--- src/rtl/axl_pkg.sv ---
package axl_pkg;
    localparam int CPU_AW = 24;
    localparam int EXP_AW = 20;

    typedef enum logic [2:0] {
        RG_LOCAL, RG_EXPHI, RG_ROMHI, RG_SCRA, RG_SCRB, RG_IO, RG_SLOT
    } region_e;

    typedef struct packed {
        region_e             rgn;
        logic                ext_go;   // touches expansion bus
        logic                ram_go;   // touches on-board RAM
        logic                we;
        logic [EXP_AW-1:0]   xaddr;
    } route_t;

    function automatic logic in_win(logic [CPU_AW-1:0] a,
                                    logic [CPU_AW-1:0] lo,
                                    logic [CPU_AW-1:0] hi);
        return (a >= lo) && (a <= hi);
    endfunction

    function automatic region_e classify(logic [CPU_AW-1:0] a);
        if (in_win(a, 24'h4C0000, 24'h4FFFFF)) return RG_EXPHI;
        if (in_win(a, 24'h400000, 24'h40FFFF)) return RG_ROMHI;
        if (in_win(a, 24'h020000, 24'h027FFF)) return RG_SCRA;
        if (in_win(a, 24'h028000, 24'h02FFFF)) return RG_SCRB;
        if (in_win(a, 24'h018000, 24'h01BFFF)) return RG_IO;
        if (in_win(a, 24'h00C000, 24'h00FFFF)) return RG_SLOT;
        return RG_LOCAL;
    endfunction
endpackage

--- src/rtl/axl_decode.sv ---
module axl_decode
    import axl_pkg::*;
(
    input  logic [CPU_AW-1:0] addr,
    input  logic              we,
    input  logic              scrb_off,
    output route_t            route
);
    region_e rg;
    logic    ro_win;

    always_comb begin
        rg     = classify(addr);
        ro_win = (rg == RG_ROMHI) || (rg == RG_SLOT);
        route.rgn    = rg;
        route.we     = we;
        route.xaddr  = (rg == RG_ROMHI) ? EXP_AW'(addr[15:0]) : addr[EXP_AW-1:0];
        route.ram_go = (rg == RG_LOCAL) || (rg == RG_SCRA) || (rg == RG_SCRB);
        unique case (rg)
            RG_EXPHI, RG_IO:  route.ext_go = 1'b1;
            RG_ROMHI, RG_SLOT: route.ext_go = !we;
            RG_SCRA:          route.ext_go = we;
            RG_SCRB:          route.ext_go = we && !scrb_off;
            default:          route.ext_go = 1'b0;
        endcase
        if (ro_win && we) route.ext_go = 1'b0;
    end
endmodule

--- src/rtl/axl_seq.sv ---
module axl_seq
    import axl_pkg::*;
(
    input  logic              clk,
    input  logic              rst,
    input  logic              req,
    input  logic [CPU_AW-1:0] addr,
    input  route_t            route_in,
    input  logic              exp_rdy,
    output logic              ack,
    output logic              ram_rd,
    output logic              ram_wr,
    output logic [CPU_AW-1:0] ram_addr,
    output logic              exp_rd,
    output logic              exp_wr,
    output logic [EXP_AW-1:0] exp_addr
);
    typedef enum logic [1:0] {S_IDLE, S_RAM, S_EXT, S_ACK} state_e;
    state_e            st;
    route_t            lat;
    logic [CPU_AW-1:0] lat_addr;

    always_ff @(posedge clk) begin
        if (rst) begin
            st       <= S_IDLE;
            lat      <= '0;
            lat_addr <= '0;
        end else begin
            unique case (st)
                S_IDLE: if (req) begin
                    lat      <= route_in;
                    lat_addr <= addr;
                    if (route_in.ram_go)      st <= S_RAM;
                    else if (route_in.ext_go) st <= S_EXT;
                    else                      st <= S_ACK;
                end
                S_RAM:  st <= lat.ext_go ? S_EXT : S_ACK;
                S_EXT:  if (exp_rdy) st <= S_ACK;
                default: st <= S_IDLE;
            endcase
        end
    end

    always_comb begin
        ack      = (st == S_ACK);
        ram_rd   = (st == S_RAM) && !lat.we;
        ram_wr   = (st == S_RAM) &&  lat.we;
        exp_rd   = (st == S_EXT) && !lat.we;
        exp_wr   = (st == S_EXT) &&  lat.we;
        exp_addr = (st == S_EXT) ? lat.xaddr : '0;
        ram_addr = lat_addr;
    end

    p_no_wr_readonly_r5: assert property (@(posedge clk) disable iff (rst)
        exp_wr |-> !(lat.rgn == RG_ROMHI || lat.rgn == RG_SLOT));
    p_no_wr_romhi_r6: assert property (@(posedge clk) disable iff (rst)
        (ram_rd || ram_wr) |-> (lat.rgn != RG_ROMHI));
    p_local_quiet_r7: assert property (@(posedge clk) disable iff (rst)
        (exp_rd || exp_wr) |-> (lat.rgn != RG_LOCAL));
    p_strobe_hold_r8: assert property (@(posedge clk) disable iff (rst)
        ((exp_rd || exp_wr) && !exp_rdy) |=> (exp_rd || exp_wr));
    p_ack_after_ready_r8: assert property (@(posedge clk) disable iff (rst)
        (ack && lat.ext_go) |-> $past(exp_rdy));
    p_ack_pulse_r10: assert property (@(posedge clk) disable iff (rst)
        ack |=> !ack);
    p_one_strobe_r10: assert property (@(posedge clk) disable iff (rst)
        $onehot0({ram_rd, ram_wr, exp_rd, exp_wr}));
endmodule

--- src/rtl/addr_xlat_bridge.sv ---
module addr_xlat_bridge
    import axl_pkg::*;
(
    input  logic              clk,
    input  logic              rst,
    input  logic              cpu_req,
    input  logic              cpu_we,
    input  logic [CPU_AW-1:0] cpu_addr,
    input  logic              scr1_wt_off,
    output logic              cpu_ack,
    output logic              ram_rd,
    output logic              ram_wr,
    output logic [CPU_AW-1:0] ram_addr,
    input  logic              exp_rdy,
    output logic              exp_rd,
    output logic              exp_wr,
    output logic [EXP_AW-1:0] exp_addr
);
    route_t route;

    axl_decode u_dec (
        .addr     (cpu_addr),
        .we       (cpu_we),
        .scrb_off (scr1_wt_off),
        .route    (route)
    );

    axl_seq u_seq (
        .clk      (clk),
        .rst      (rst),
        .req      (cpu_req),
        .addr     (cpu_addr),
        .route_in (route),
        .exp_rdy  (exp_rdy),
        .ack      (cpu_ack),
        .ram_rd   (ram_rd),
        .ram_wr   (ram_wr),
        .ram_addr (ram_addr),
        .exp_rd   (exp_rd),
        .exp_wr   (exp_wr),
        .exp_addr (exp_addr)
    );

    p_reset_quiet_r9: assert property (@(posedge clk)
        $past(rst) |-> !(cpu_ack || ram_rd || ram_wr || exp_rd || exp_wr));
endmodule

--- config.mk ---
export PLATFORM = sky130hd
export DESIGN_NAME = addr_xlat_bridge
export DESIGN_NICKNAME = d
export VERILOG_FILES = /design/src/rtl/axl_pkg.sv /design/src/rtl/axl_decode.sv /design/src/rtl/axl_seq.sv /design/src/rtl/addr_xlat_bridge.sv
export SDC_FILE = /design/constraint.sdc
export NUM_CORES = 1
export LEC_CHECK = 0
export BUFFER_PORTS_ARGS = -buffer_cell sky130_fd_sc_hd__buf_2
export CORE_MARGIN = 8
export CORE_UTILIZATION = 46
export CTS_CLUSTER_SIZE = 14
export DETAILED_ROUTE_END_ITERATION = 7
export PLACE_DENSITY = 0.78
export SETUP_SLACK_MARGIN = 0.2
export SYNTH_ARGS = -nofsm -noshare
export SYNTH_HDL_FRONTEND = slang
export SYNTH_SLANG_ARGS = --single-unit
--- constraint.sdc ---
create_clock -name clk -period 2.35 [get_ports clk]
set_input_delay 0.235 -clock clk [delete_from_list [all_inputs] [get_ports clk]]
set_output_delay 0.235 -clock clk [all_outputs]
set_load 0.005 [all_outputs]
After elaboration in Yosys (flattened, before gate mapping)
Cells that the tools add are included.

Order comparisons: 12. Equality and inequality tests: 11. Multiplexer cells: 44. Reductions and logical operators: 24.

Operator list (count): 24-bit by 18-bit >= comparator with 1-bit output, second input constant (2); 24-bit by 23-bit >= comparator with 1-bit output, second input constant (2); 24-bit by 18-bit less-or-equal comparator with 1-bit output, second input constant (2); 24-bit by 23-bit less-or-equal comparator with 1-bit output, second input constant (2); 20-bit 2-to-1 mux (2); 3-bit 2-to-1 mux (13); 24-bit by 16-bit >= comparator with 1-bit output, second input constant (1); 24-bit by 17-bit >= comparator with 1-bit output, second input constant (1); 24-bit by 16-bit less-or-equal comparator with 1-bit output, second input constant (1); 24-bit by 17-bit less-or-equal comparator with 1-bit output, second input constant (1); 1-bit 2-to-1 mux (24); 1-bit logical AND (12); 3-bit equality test, second input constant (3); 3-bit by 2-bit equality test with 1-bit output, second input constant (2); 2-bit 2-to-1 mux (3); 2-bit one-hot mux with 3 select lines (1); 2-bit equality test, second input constant (2); 2-bit != test, second input constant (2); 1-bit one-hot mux with 4 select lines (1); 2-bit AND reduction (2); 2-bit OR reduction (2); 3-bit by 1-bit equality test with 1-bit output, second input constant (1); 1-bit logical NOT (3); 3-bit logical NOT (1); other kinds (3) (5).

Flip-flop bits (word level): 48. Input port bits: 30. Output and inout bits: 49. Word-level logic and storage cells: 96.

Longest topological paths before layout
Gate-level depths: netlist of the first run.

Word-level depth: 32. Mapped depth: 9.

By module
A second synthesis of the first run with hierarchy kept.

Cells, all modules: 297. Area total of the unflattened synthesis: 2509.9 µm².

By module, submodules not included: axl_seq (instances 1, cells each 247, area each 2143.3 µm², seq. area each 960.9 µm²); axl_decode (instances 1, cells each 50, area each 366.6 µm², seq. area each 0.0 µm²).

Worst setup path before layout of the first run
Ideal clock, no wire load.

Path type: in2reg. Start point: in cpu_addr[22]. End point: reg u_seq.lat[22] in the netlist's numbering. Library setup time: 0.115 ns. Arrival time: 1.675 ns. Required time: 2.235 ns. Path slack: 0.560 ns. Stages on the path: 9. Buffers on the path: 0. Path through: nor4b_4 nand3_1 nand3_1 nand2_1 ha_1 nor2b_1 o31ai_1 o211ai_1 o21a_1.

Longest elaborated chain between the ends: 18. Elaborated cells between the ends (all ways): 63. Those cells by class: order compare: 12; eq/ne: 6; mux: 35; reduce/logical: 10.

RTL lines: start: declaration (line addr_xlat_bridge.sv:8) `input logic [CPU_AW-1:0] cpu_addr,`; 24-bit by 23-bit >= comparator with 1-bit output, or another cell as far along (line axl_pkg.sv:20) `return (a >= lo) && (a <= hi);`; 1-bit logical AND (line axl_pkg.sv:20); 3-bit 2-to-1 mux or 1-bit 2-to-1 mux (tied branches) (2 in series) (line axl_pkg.sv:25, axl_pkg.sv:29); 3-bit 2-to-1 mux or 1-bit 2-to-1 mux (tied branches) (line axl_pkg.sv:26, axl_pkg.sv:28); 3-bit 2-to-1 mux or 1-bit 2-to-1 mux (tied branches) (line axl_pkg.sv:27) `if (in_win(a, 24'h028000, 24'h02FFFF)) return RG_SCRB;`; 3-bit 2-to-1 mux or 1-bit 2-to-1 mux (tied branches) (line axl_pkg.sv:28, axl_pkg.sv:26); 3-bit 2-to-1 mux or 1-bit 2-to-1 mux (tied branches) (line axl_pkg.sv:29, axl_pkg.sv:25); 3-bit 2-to-1 mux (line axl_pkg.sv:30) `return RG_LOCAL;`; 3-bit 2-to-1 mux (line axl_pkg.sv:29) `if (in_win(a, 24'h00C000, 24'h00FFFF)) return RG_SLOT;`; 3-bit 2-to-1 mux (line axl_pkg.sv:28) `if (in_win(a, 24'h018000, 24'h01BFFF)) return RG_IO;`; 3-bit 2-to-1 mux (line axl_pkg.sv:27); 3-bit 2-to-1 mux (line axl_pkg.sv:26) `if (in_win(a, 24'h020000, 24'h027FFF)) return RG_SCRA;`; 3-bit 2-to-1 mux * (line axl_pkg.sv:25) `if (in_win(a, 24'h400000, 24'h40FFFF)) return RG_ROMHI;`; 3-bit equality test, or another cell as far along (line axl_decode.sv:14, axl_decode.sv:19); 2-bit OR reduction or 1-bit logical OR (tied branches) (line axl_decode.sv:19, axl_decode.sv:14); 1-bit one-hot mux with 4 select lines or 1-bit logical AND (tied branches) (line axl_decode.sv:19, axl_decode.sv:26); 1-bit 2-to-1 mux * (line axl_decode.sv:26) `if (ro_win && we) route.ext_go = 1'b0;`; end signal: assignment (line axl_seq.sv:31) `lat <= route_in;`; end: declaration (line axl_seq.sv:20) `route_t lat;`.

Every way passes the cells marked *; elsewhere a longest branch is shown, timed or not. The select of a mux whose other input is x is not followed. A chain may end at the register's enable or synchronous reset.

Worst setup path after layout of the first run
Ends and elaborated chain as after synthesis.

==> results of run 1 <==
[metal layers]
metal / part of all wire [%] / GRT usage (%) / vias to the layer above
met2: 47 / 24.11 / 55
met1: 43 / 14.38 / 751
met3: 7.9 / 3.986 / 4
met4: 1.6 / 7.407 / 0
met5: 0 / 0 / -
li1: - / - / 870
[synthesized netlist by cell type (4+ instances only)]
library cell   n
nand2_1       57
a21oi_1       33
dfxtp_1       32
and2_1        24
buf_4         16
clkbuf_1       9
ha_1           9
nand3_1        9
inv_1          7
nor2b_1        5
o21ai_0        4
[final cells by class]
cell class | instances | area share [%]
Multi-Input combinational cell | 166 | 43.99
Sequential cell | 32 | 29.17
Clock buffer | 8 | 4.103
Timing Repair Buffer | 81 | 18.80
Inverter | 7 | 1.197
Tap cell | 48 | 2.735
[path summary, 6_finish.rpt]
kind | from | end | depth (start not counted)
max | cpu_addr[22] | u_seq.lat[22] | 10
min | cpu_addr[11] | u_seq.ram_addr[11] | 3
max reg2reg | u_seq.st[0] | u_seq.lat[19] | 6
min reg2reg | u_seq.ram_addr[16] | u_seq.ram_addr[16] | 2
[power groups by stage]
stage | Sequential, W | Clock [W] | Combinational, W
floorplan | 0.000721 | 0 | 0.000524
global placement | 0.000725 | 0 | 0.000698
detailed placement | 0.000732 | 0 | 0.000717
CTS | 0.000720 | 0.000431 | 0.000720
global route | 0.000731 | 0.000454 | 0.000799
finish | 0.000719 | 0.000418 | 0.000706
[cells by family (layout without fill, tap and decap cells)]
logic type      Yosys count  in the layout  synth area share [%]
flops                    32             32                 35.56
compound gates           45             45                 15.14
buf+inv                  35             96                 10.83
fa+ha+maj                 9              9                 6.250
simple gates            110            110                 31.11
mux                       2              2                 1.111
[registers in the layout (all words and copies together), names as in the netlist]
register        cells
u_seq.ram_addr     24
u_seq.lat           6
u_seq.st            2
[stage by stage]
step	setup slack [ns]	instances	instance area, um2	hold slack [ns]
floorplan	0.5603	233	1802	0.3710
global placement	0.3304	334	2106	0.4383
detailed placement	0.2424	334	2106	0.4463
CTS	0.5381	342	2196	0.1896
global route	0.3961	342	2196	0.1931
finish	0.4941	342	2196	0.1948
[worst max-delay path: stages]
cell      delay [ns]
buf_2           0.14
nor4b_4         0.37
nand3_1         0.12
nand3_1         0.11
nand2_1         0.10
ha_1            0.28
nor2b_1         0.16
o31ai_1         0.23
o211ai_1        0.11
o21a_1          0.17
==> flow_summary.yaml, run 1 <==
cts:
  cts_made_buffers: 5
  cts_tree: "built"
  htreeDepth: 2
  postCtsSetupRepairBufs: 0
  root_buffer: "clkbuf_8"
  path_clk_slew_ns: 0.06
  ctsHoldBuffers: 0
  clk_latency_ns: 0.27
  clk_path_buf_depth: 2
  clock-sinks: 32
  cts_resized: 0
routing:
  drtIter0Drc: 77
  final_antenna_net_count: 0
  vias: 1680
  totalWireLength_um: 4398
  first_pass_iters: 4
  route.detailed.drc: 0
  wire_per_inst_um: 12.86
  via_per_inst: 4.912
grt:
  gr-total-overflow: 0
  grt_pass1_wl_um: 6955
  grtUsageTotal_pct: 13.70
  grt_max_degree: 35
  antenna_found_initial: 0
  grt_pass1_vias: 1544
power:
  p_clk_share_pct: 22.7
  power_switching_w: 0.0006519
  total_power_w: 0.001843
  leakagePower_nw: 1.069
  p_comb_share_pct: 38.3
  ir_drop_v: 0.0004489
  p_seq_share_pct: 39.0
  p_per_area_nw_per_um2: 839.1
  p_int_w: 0.001191
  p_sw_share_pct: 35.38
setup_path:
  rrSetupSlack_ns: 0.59
  critical_path_class: "in2reg"
  crit_path_end_kind: "flip-flop"
  required_ns: 2.52
  start_kind: "input port"
  cp.arrival_ns: 2.02
  cp_max_fo: 5
floorplanning:
  row_count: 22
  start_util_pct: 48.48
  io_pins: 79
  die_h_um: 78.59
  die_x_um: 78.59
  dieArea_um2: 6176
  core-area_um2: 3716
yosys:
  yosys_warnings: 0
  ys.flop_type: "dfxtp_1"
  synth_area_leader_cell: "dfxtp_1"
  ys_async_sr_fraction_pct: 0
  synth_top_area_share_pct: 35.56
  synth_nets: 272
  synthCells: 233
  synth-edff-count: 0
  seq_area_frac_synth_pct: 35.56
  synth_area_um2: 1802
  ys_types: 32
  synthTopCellsByArea: "dfxtp_1 36%, nand2_1 12%, a21oi_1 9.2%"
  ys_ff_latch: 32
  syn_area_per_cell_um2: 7.733
flow_run:
  drv_cap: 0
cells_and_area:
  fin_util_pct: 59.09
  area_growth_pct: 21.88
  drive_gt1_share_pct: 32.99
  mostFrequentLayoutCell: "buf_2"
  insertedDiodeCount: 0
  final_nets: 332
  layout_common_cells: "78 x buf_2, 57 x nand2_1, 33 x a21oi_1, 32 x dfxtp_1, 24 x and2_1"
  multiInputGateArea_um2: 965.9
  nFillCells: 376
  regArea_um2: 640.6
placed_design:
  hpwl_um: 3352
  port_buffers: 78
  place.gp.congestion: 0.8297
timing:
  report.final.slew_viol_count: 0
  worst_pin_slew_ns: 0.6233
  setup_viol: 0
  rsz0062_at_grt: "false"
  finalHoldViolCount: 0
  min_period_ns: 1.856
  skew_ns: 0.003220
  fin_setup_tns_ns: 0
  fmax_ghz: 0.5388
  period_share_pct: 78.98
  slew_headroom_pct: 58.45
status:
  status: "complete, no violations"
worst_hold_path:
  hold_path.class: "in2reg"
(Power assumes the default switching activity.)
==> run 2, diff against run 1 <==
- clock period: 2.35 -> 1.91 ns (I/O delays scaled with it)
==> run 2 against run 1 <==
Sequential share of layout area down 0.64 points. First-iteration DRC count unchanged. Combinational power grew 21%. Non-clock buffer count grew 2. Largest cell class unchanged.
==> flow_summary.yaml, run 2 (synthesized netlist as in run 1, its figures left out) <==
status:
  status: "complete, no violations"
cts:
  root_buffer: "clkbuf_8"
  cts_made_buffers: 5
  clock-sinks: 32
  clk_latency_ns: 0.28
  cts_tree: "built"
  ctsHoldBuffers: 0
  htreeDepth: 2
  path_clk_slew_ns: 0.07
  clk_path_buf_depth: 2
routing:
  final_antenna_net_count: 0
  vias: 1678
  totalWireLength_um: 4442
  wire_per_inst_um: 12.91
  route.detailed.drc: 0
  via_per_inst: 4.878
  drtIter0Drc: 77
  first_pass_iters: 4
timing:
  fmax_ghz: 0.6294
  min_period_ns: 1.589
  fin_setup_tns_ns: 0
  setup_viol: 0
  rsz0062_at_grt: "false"
  hold_ws_ns: 0.1424
  slew_headroom_pct: 64.50
  finalHoldViolCount: 0
  period_share_pct: 83.18
  skew_ns: 0.004370
  worst_pin_slew_ns: 0.5325
  report.final.slew_viol_count: 0
cells_and_area:
  insertedDiodeCount: 0
  final_nets: 334
  nFillCells: 357
  mostFrequentLayoutCell: "buf_2"
  largest_reg_flops: 24
  drive_gt1_share_pct: 36.15
  finalInstanceArea_um2: 2250
  area_growth_pct: 24.86
  layout_common_cells: "78 x buf_2, 57 x nand2_1, 33 x a21oi_1, 31 x dfxtp_1, 23 x and2_1"
setup_path:
  path_buf_inv: 3
  cp_max_fo: 22
  cpPeakStageDelay_ns: 0.36
  critical-path-top-delay-family: "buffers and inverters"
  crit_path_end_kind: "output pin"
  required_ns: 1.72
  cp.arrival_ns: 1.40
  crit_slowest_cell: "dfxtp_2"
  critical_path_class: "reg2out"
  start_kind: "flip-flop"
  worstPathCellList: "inv_1, ha_1, buf_4, and2_1, buf_2"
floorplanning:
  row_count: 22
  die_x_um: 78.59
  core-area_um2: 3716
  die_h_um: 78.59
  dieArea_um2: 6176
  start_util_pct: 48.48
  io_pins: 79
grt:
  antenna_found_initial: 0
  grt_pass1_vias: 1613
  gr-total-overflow: 0
  grtUsageTotal_pct: 14.02
  grt_pass1_wl_um: 7300
  grt_max_degree: 34
placed_design:
  hpwl_um: 3340
  place.gp.congestion: 0.8206
  placed_area_um2: 2123
  port_buffers: 78
power:
  p_per_area_nw_per_um2: 1055
  total_power_w: 0.002374
  ir_drop_v: 0.0004971
  leakagePower_nw: 1.091
worst_hold_path:
  hold_path.class: "in2reg"
flow_run:
  drv_cap: 0
run 2: cell types whose count changed in the layout (fill, tap and decap cells not counted), sizes merged:
cell / delta
clkinv: +1
buf: +2
clkinvlp: +1
clkbuf: -3
bufinv: +1
run 2: stage by stage:
stage,std cells,setup slack (ns),utilization (%)
2_1_floorplan,233,0.2119,-
3_3_place_gp,336,0.08699,57.14
3_5_place_dp,336,-0.01218,57.14
4_1_cts,344,0.2476,60.17
5_1_grt,344,0.2217,60.54
6_report,344,0.3212,60.54
run 2: tightest hold or removal path, delay by kind of cell:
family	cells	cell delay, ns
simple gates	1	0.04
buf+inv	1	0.09
compound gates	1	0.05
run 2: repair_timing:
action                     CTS  global route
resized for setup            1             4
setup buffers                0             0
setup endpoints to repair   29            23
hold endpoints to repair     0             0
run 2: worst paths after layout:
kind / from / end / slack [ns] / cells after the start
setup / recovery: u_seq.st[0] / exp_addr[19] / 0.32 / 5
hold / removal: cpu_addr[8] / u_seq.ram_addr[8] / 0.14 / 3
setup reg to reg: u_seq.st[1] / u_seq.lat[22] / 0.35 / 7
hold reg to reg: u_seq.lat[17] / u_seq.lat[17] / 0.45 / 2
run 2: cell type report:
type                    count  area, um2  area share [%]
multi-input cells         166      982.2           43.66
flip-flops and latches     32      641.9           28.53
repair buffers             83      427.9           19.02
clock buffers               5      68.82           3.059
well taps                  48      60.06           2.670
clock inverters             3      42.54           1.891
inverters                   7      26.28           1.168
run 2: where the power goes:
| part | leakage (nW) | internal (W) | switching [W] |
|---|---|---|---|
| Sequential | 0.263 | 0.000804 | 0.0000826 |
| Combinational | 0.774 | 0.000364 | 0.000493 |
| Clock | 0.0541 | 0.000386 | 0.000245 |
run 2: metal layers:
layer	wire (um)	track usage, %	part of all wire, %
met1	1942	15.55	44
met2	2117	24.52	48
met3	337	3.872	7.6
met4	44	5.926	0.99
met5	0	0	0
==> run 3, diff against run 2 <==
- ABC_AREA: default -> 1
- CORE_UTILIZATION: 46 -> 42
- PLACE_DENSITY: 0.78 -> 0.75
- clock period: 1.91 -> 1.4 ns (I/O delays scaled with it)
==> run 3 against run 2 <==
The flow now finishes with violations (setup timing). Worst hold slack worse by 0.041 ns. Final cell count is 19% higher. Power is 68% higher. Sequential power is 50% higher. Critical endpoint is now u_seq.st[0]. Via count is 17% higher. Non-clock buffer count is 25 higher.
==> flow_summary.yaml, run 3 <==
floorplanning:
  core-area_um2: 4058
  row_count: 23
  start_util_pct: 44.22
  io_pins: 79
  dieArea_um2: 6619
  die_h_um: 81.36
  die_x_um: 81.36
yosys:
  synth_area_leader_cell: "dfxtp_1"
  ys_async_sr_fraction_pct: 0
  yosys_warnings: 0
  seq_area_frac_synth_pct: 35.70
  ys_ff_latch: 32
  synth_top_area_share_pct: 35.70
  ys_types: 24
  synth_common_cells: "50 x nand2_1, 47 x nor2_1, 43 x inv_1, 32 x dfxtp_1, 26 x o21ai_0"
  synth-edff-count: 0
  synthCells: 271
  synth_nets: 310
  synth_area_um2: 1794
  synth_most_common_cell: "nand2_1"
  syn_area_per_cell_um2: 6.621
  ys.flop_type: "dfxtp_1"
  synthTopCellsByArea: "dfxtp_1 36%, nand2_1 10%, nor2_1 9.8%"
cells_and_area:
  final_nets: 399
  regArea_um2: 641.9
  nFillCells: 352
  mostFrequentLayoutCell: "buf_2"
  final_cells: 411
  drive_gt1_share_pct: 44.60
  layout_common_cells: "72 x buf_2, 47 x nand2_1, 43 x nor2_1, 32 x inv_1, 31 x dfxtp_1"
  area_growth_pct: 50.70
  largest_reg_flops: 24
  multiInputGateArea_um2: 1002
  fin_util_pct: 66.64
  insertedDiodeCount: 0
grt:
  antenna_found_initial: 0
  gr-total-overflow: 0
  grtUsageTotal_pct: 15.74
  grt_pass1_wl_um: 8431
  grt_max_degree: 23
  grt_pass1_vias: 1904
timing:
  min_period_ns: 1.606
  rsz0062_at_grt: "true"
  worst_slack_ns: -0.2057
  worst_pin_slew_ns: 0.5825
  fmax_ghz: 0.6228
  slew_headroom_pct: 61.12
  period_share_pct: 114.7
  skew_ns: 0.007075
  report.final.slew_viol_count: 0
  finalHoldViolCount: 0
  setup_viol: 15
routing:
  via_per_inst: 4.796
  drtIter0Drc: 118
  totalWireLength_um: 5130
  vias: 1971
  route.detailed.drc: 0
  first_pass_iters: 4
  final_antenna_net_count: 0
  wire_per_inst_um: 12.48
placed_design:
  place.gp.congestion: 0.8023
  dpl.cell_count: 395
  hpwl_um: 3749
  dp_slack_ns: -0.5486
  port_buffers: 78
cts:
  clk_latency_ns: 0.28
  root_buffer: "clkbuf_8"
  path_clk_slew_ns: 0.07
  cts_tree: "built"
  cts_made_buffers: 5
  ctsHoldBuffers: 0
  htreeDepth: 2
  clk_path_buf_depth: 2
  clock-sinks: 32
setup_path:
  crit_path_end_kind: "flip-flop"
  cp_max_fo: 3
  required_ns: 1.63
  cp.arrival_ns: 1.83
  start_kind: "input port"
  critical_path_class: "in2reg"
power:
  ir_drop_v: 0.0006312
  p_per_area_nw_per_um2: 1471
  leakagePower_nw: 1.532
  total_power_w: 0.003977
status:
  violations: "setup timing"
  status: "finished, violations left"
worst_hold_path:
  hold_path.class: "in2reg"
flow_run:
  drv_cap: 0
==> run 3: logic make-up (layout without fill, tap and decap cells) <==
group                    after synthesis  after routing  share of synthesized area, %
AND/OR/NAND/NOR                      117            117                         27.55
buffers and inverters                 69            159                         17.85
AO/OA/AOI/OAI                         44             44                         12.62
flip-flops                            32             32                         35.70
adder cells (fa/ha/maj)                9              9                         6.276
==> run 3: path summary, 6_finish.rpt <==
path / start / endpoint / slack [ns] / cells after the start
hold / removal: cpu_addr[5] / u_seq.ram_addr[5] / 0.10 / 3
hold reg to reg: u_seq.ram_addr[16] / u_seq.ram_addr[16] / 0.46 / 2
setup reg to reg: u_seq.st[0] / u_seq.ram_addr[15] / 0 / 8
setup / recovery: cpu_addr[22] / u_seq.st[0] / -0.21 / 19
==> run 3: power by group <==
part	switching (W)	total, W	leakage, nW	internal (W)
sequential	0.000163	0.00133	0.265	0.00117
combinational	0.000916	0.00177	1.21	0.000852
clock	0.000352	0.000878	0.0541	0.000526
==> run 3: critical path, cell delays in order <==
cell and delay (ns):
buf_6 0.10, nor2_4 0.09, nand2_2 0.08, a211oi_2 0.18
nand3_2 0.12, nand3_2 0.12, inv_2 0.06, ha_2 0.18
inv_2 0.08, o21bai_4 0.06, o21ai_1 0.11, inv_1 0.05
nand2_1 0.06, nand2_1 0.06, nand4_1 0.07, nand2_1 0.05
nand2_1 0.06, nand2_1 0.06, a21oi_2 0.11
==> run 3: layout make-up <==
type	instances	share of cell area (%)
inverter	43	6.247
timing repair buffer	108	26.52
sequential	32	23.74
clock buffer	5	2.545
clock inverter	3	1.573
multi-input combinational	170	37.07
tap	50	2.314
==> run 3: what timing repair did <==
item	CTS	global route
pin swaps	13	6
endpoints found under the setup margin	57	57
setup buffers	7	0
endpoints found under the hold margin	0	0
resized for setup	41	5
gates cloned	1	0
==> run 3: layer usage <==
layer,track usage (%),routed length (um)
met5,0,0
met4,5.536,79
met3,3.863,422
met2,28.08,2492
met1,17.67,2135
==> run 3: metrics by stage <==
stage	hold slack [ns]	TNS (ns)	instance area, um2
2_1_floorplan	0.2838	-0.4859	1858
3_3_place_gp	0.3865	-2.057	2323
3_5_place_dp	0.3951	-2.635	2323
4_1_cts	0.09811	-0.5938	2678
5_1_grt	0.1235	-3.045	2704
6_report	0.1011	-0.5935	2704
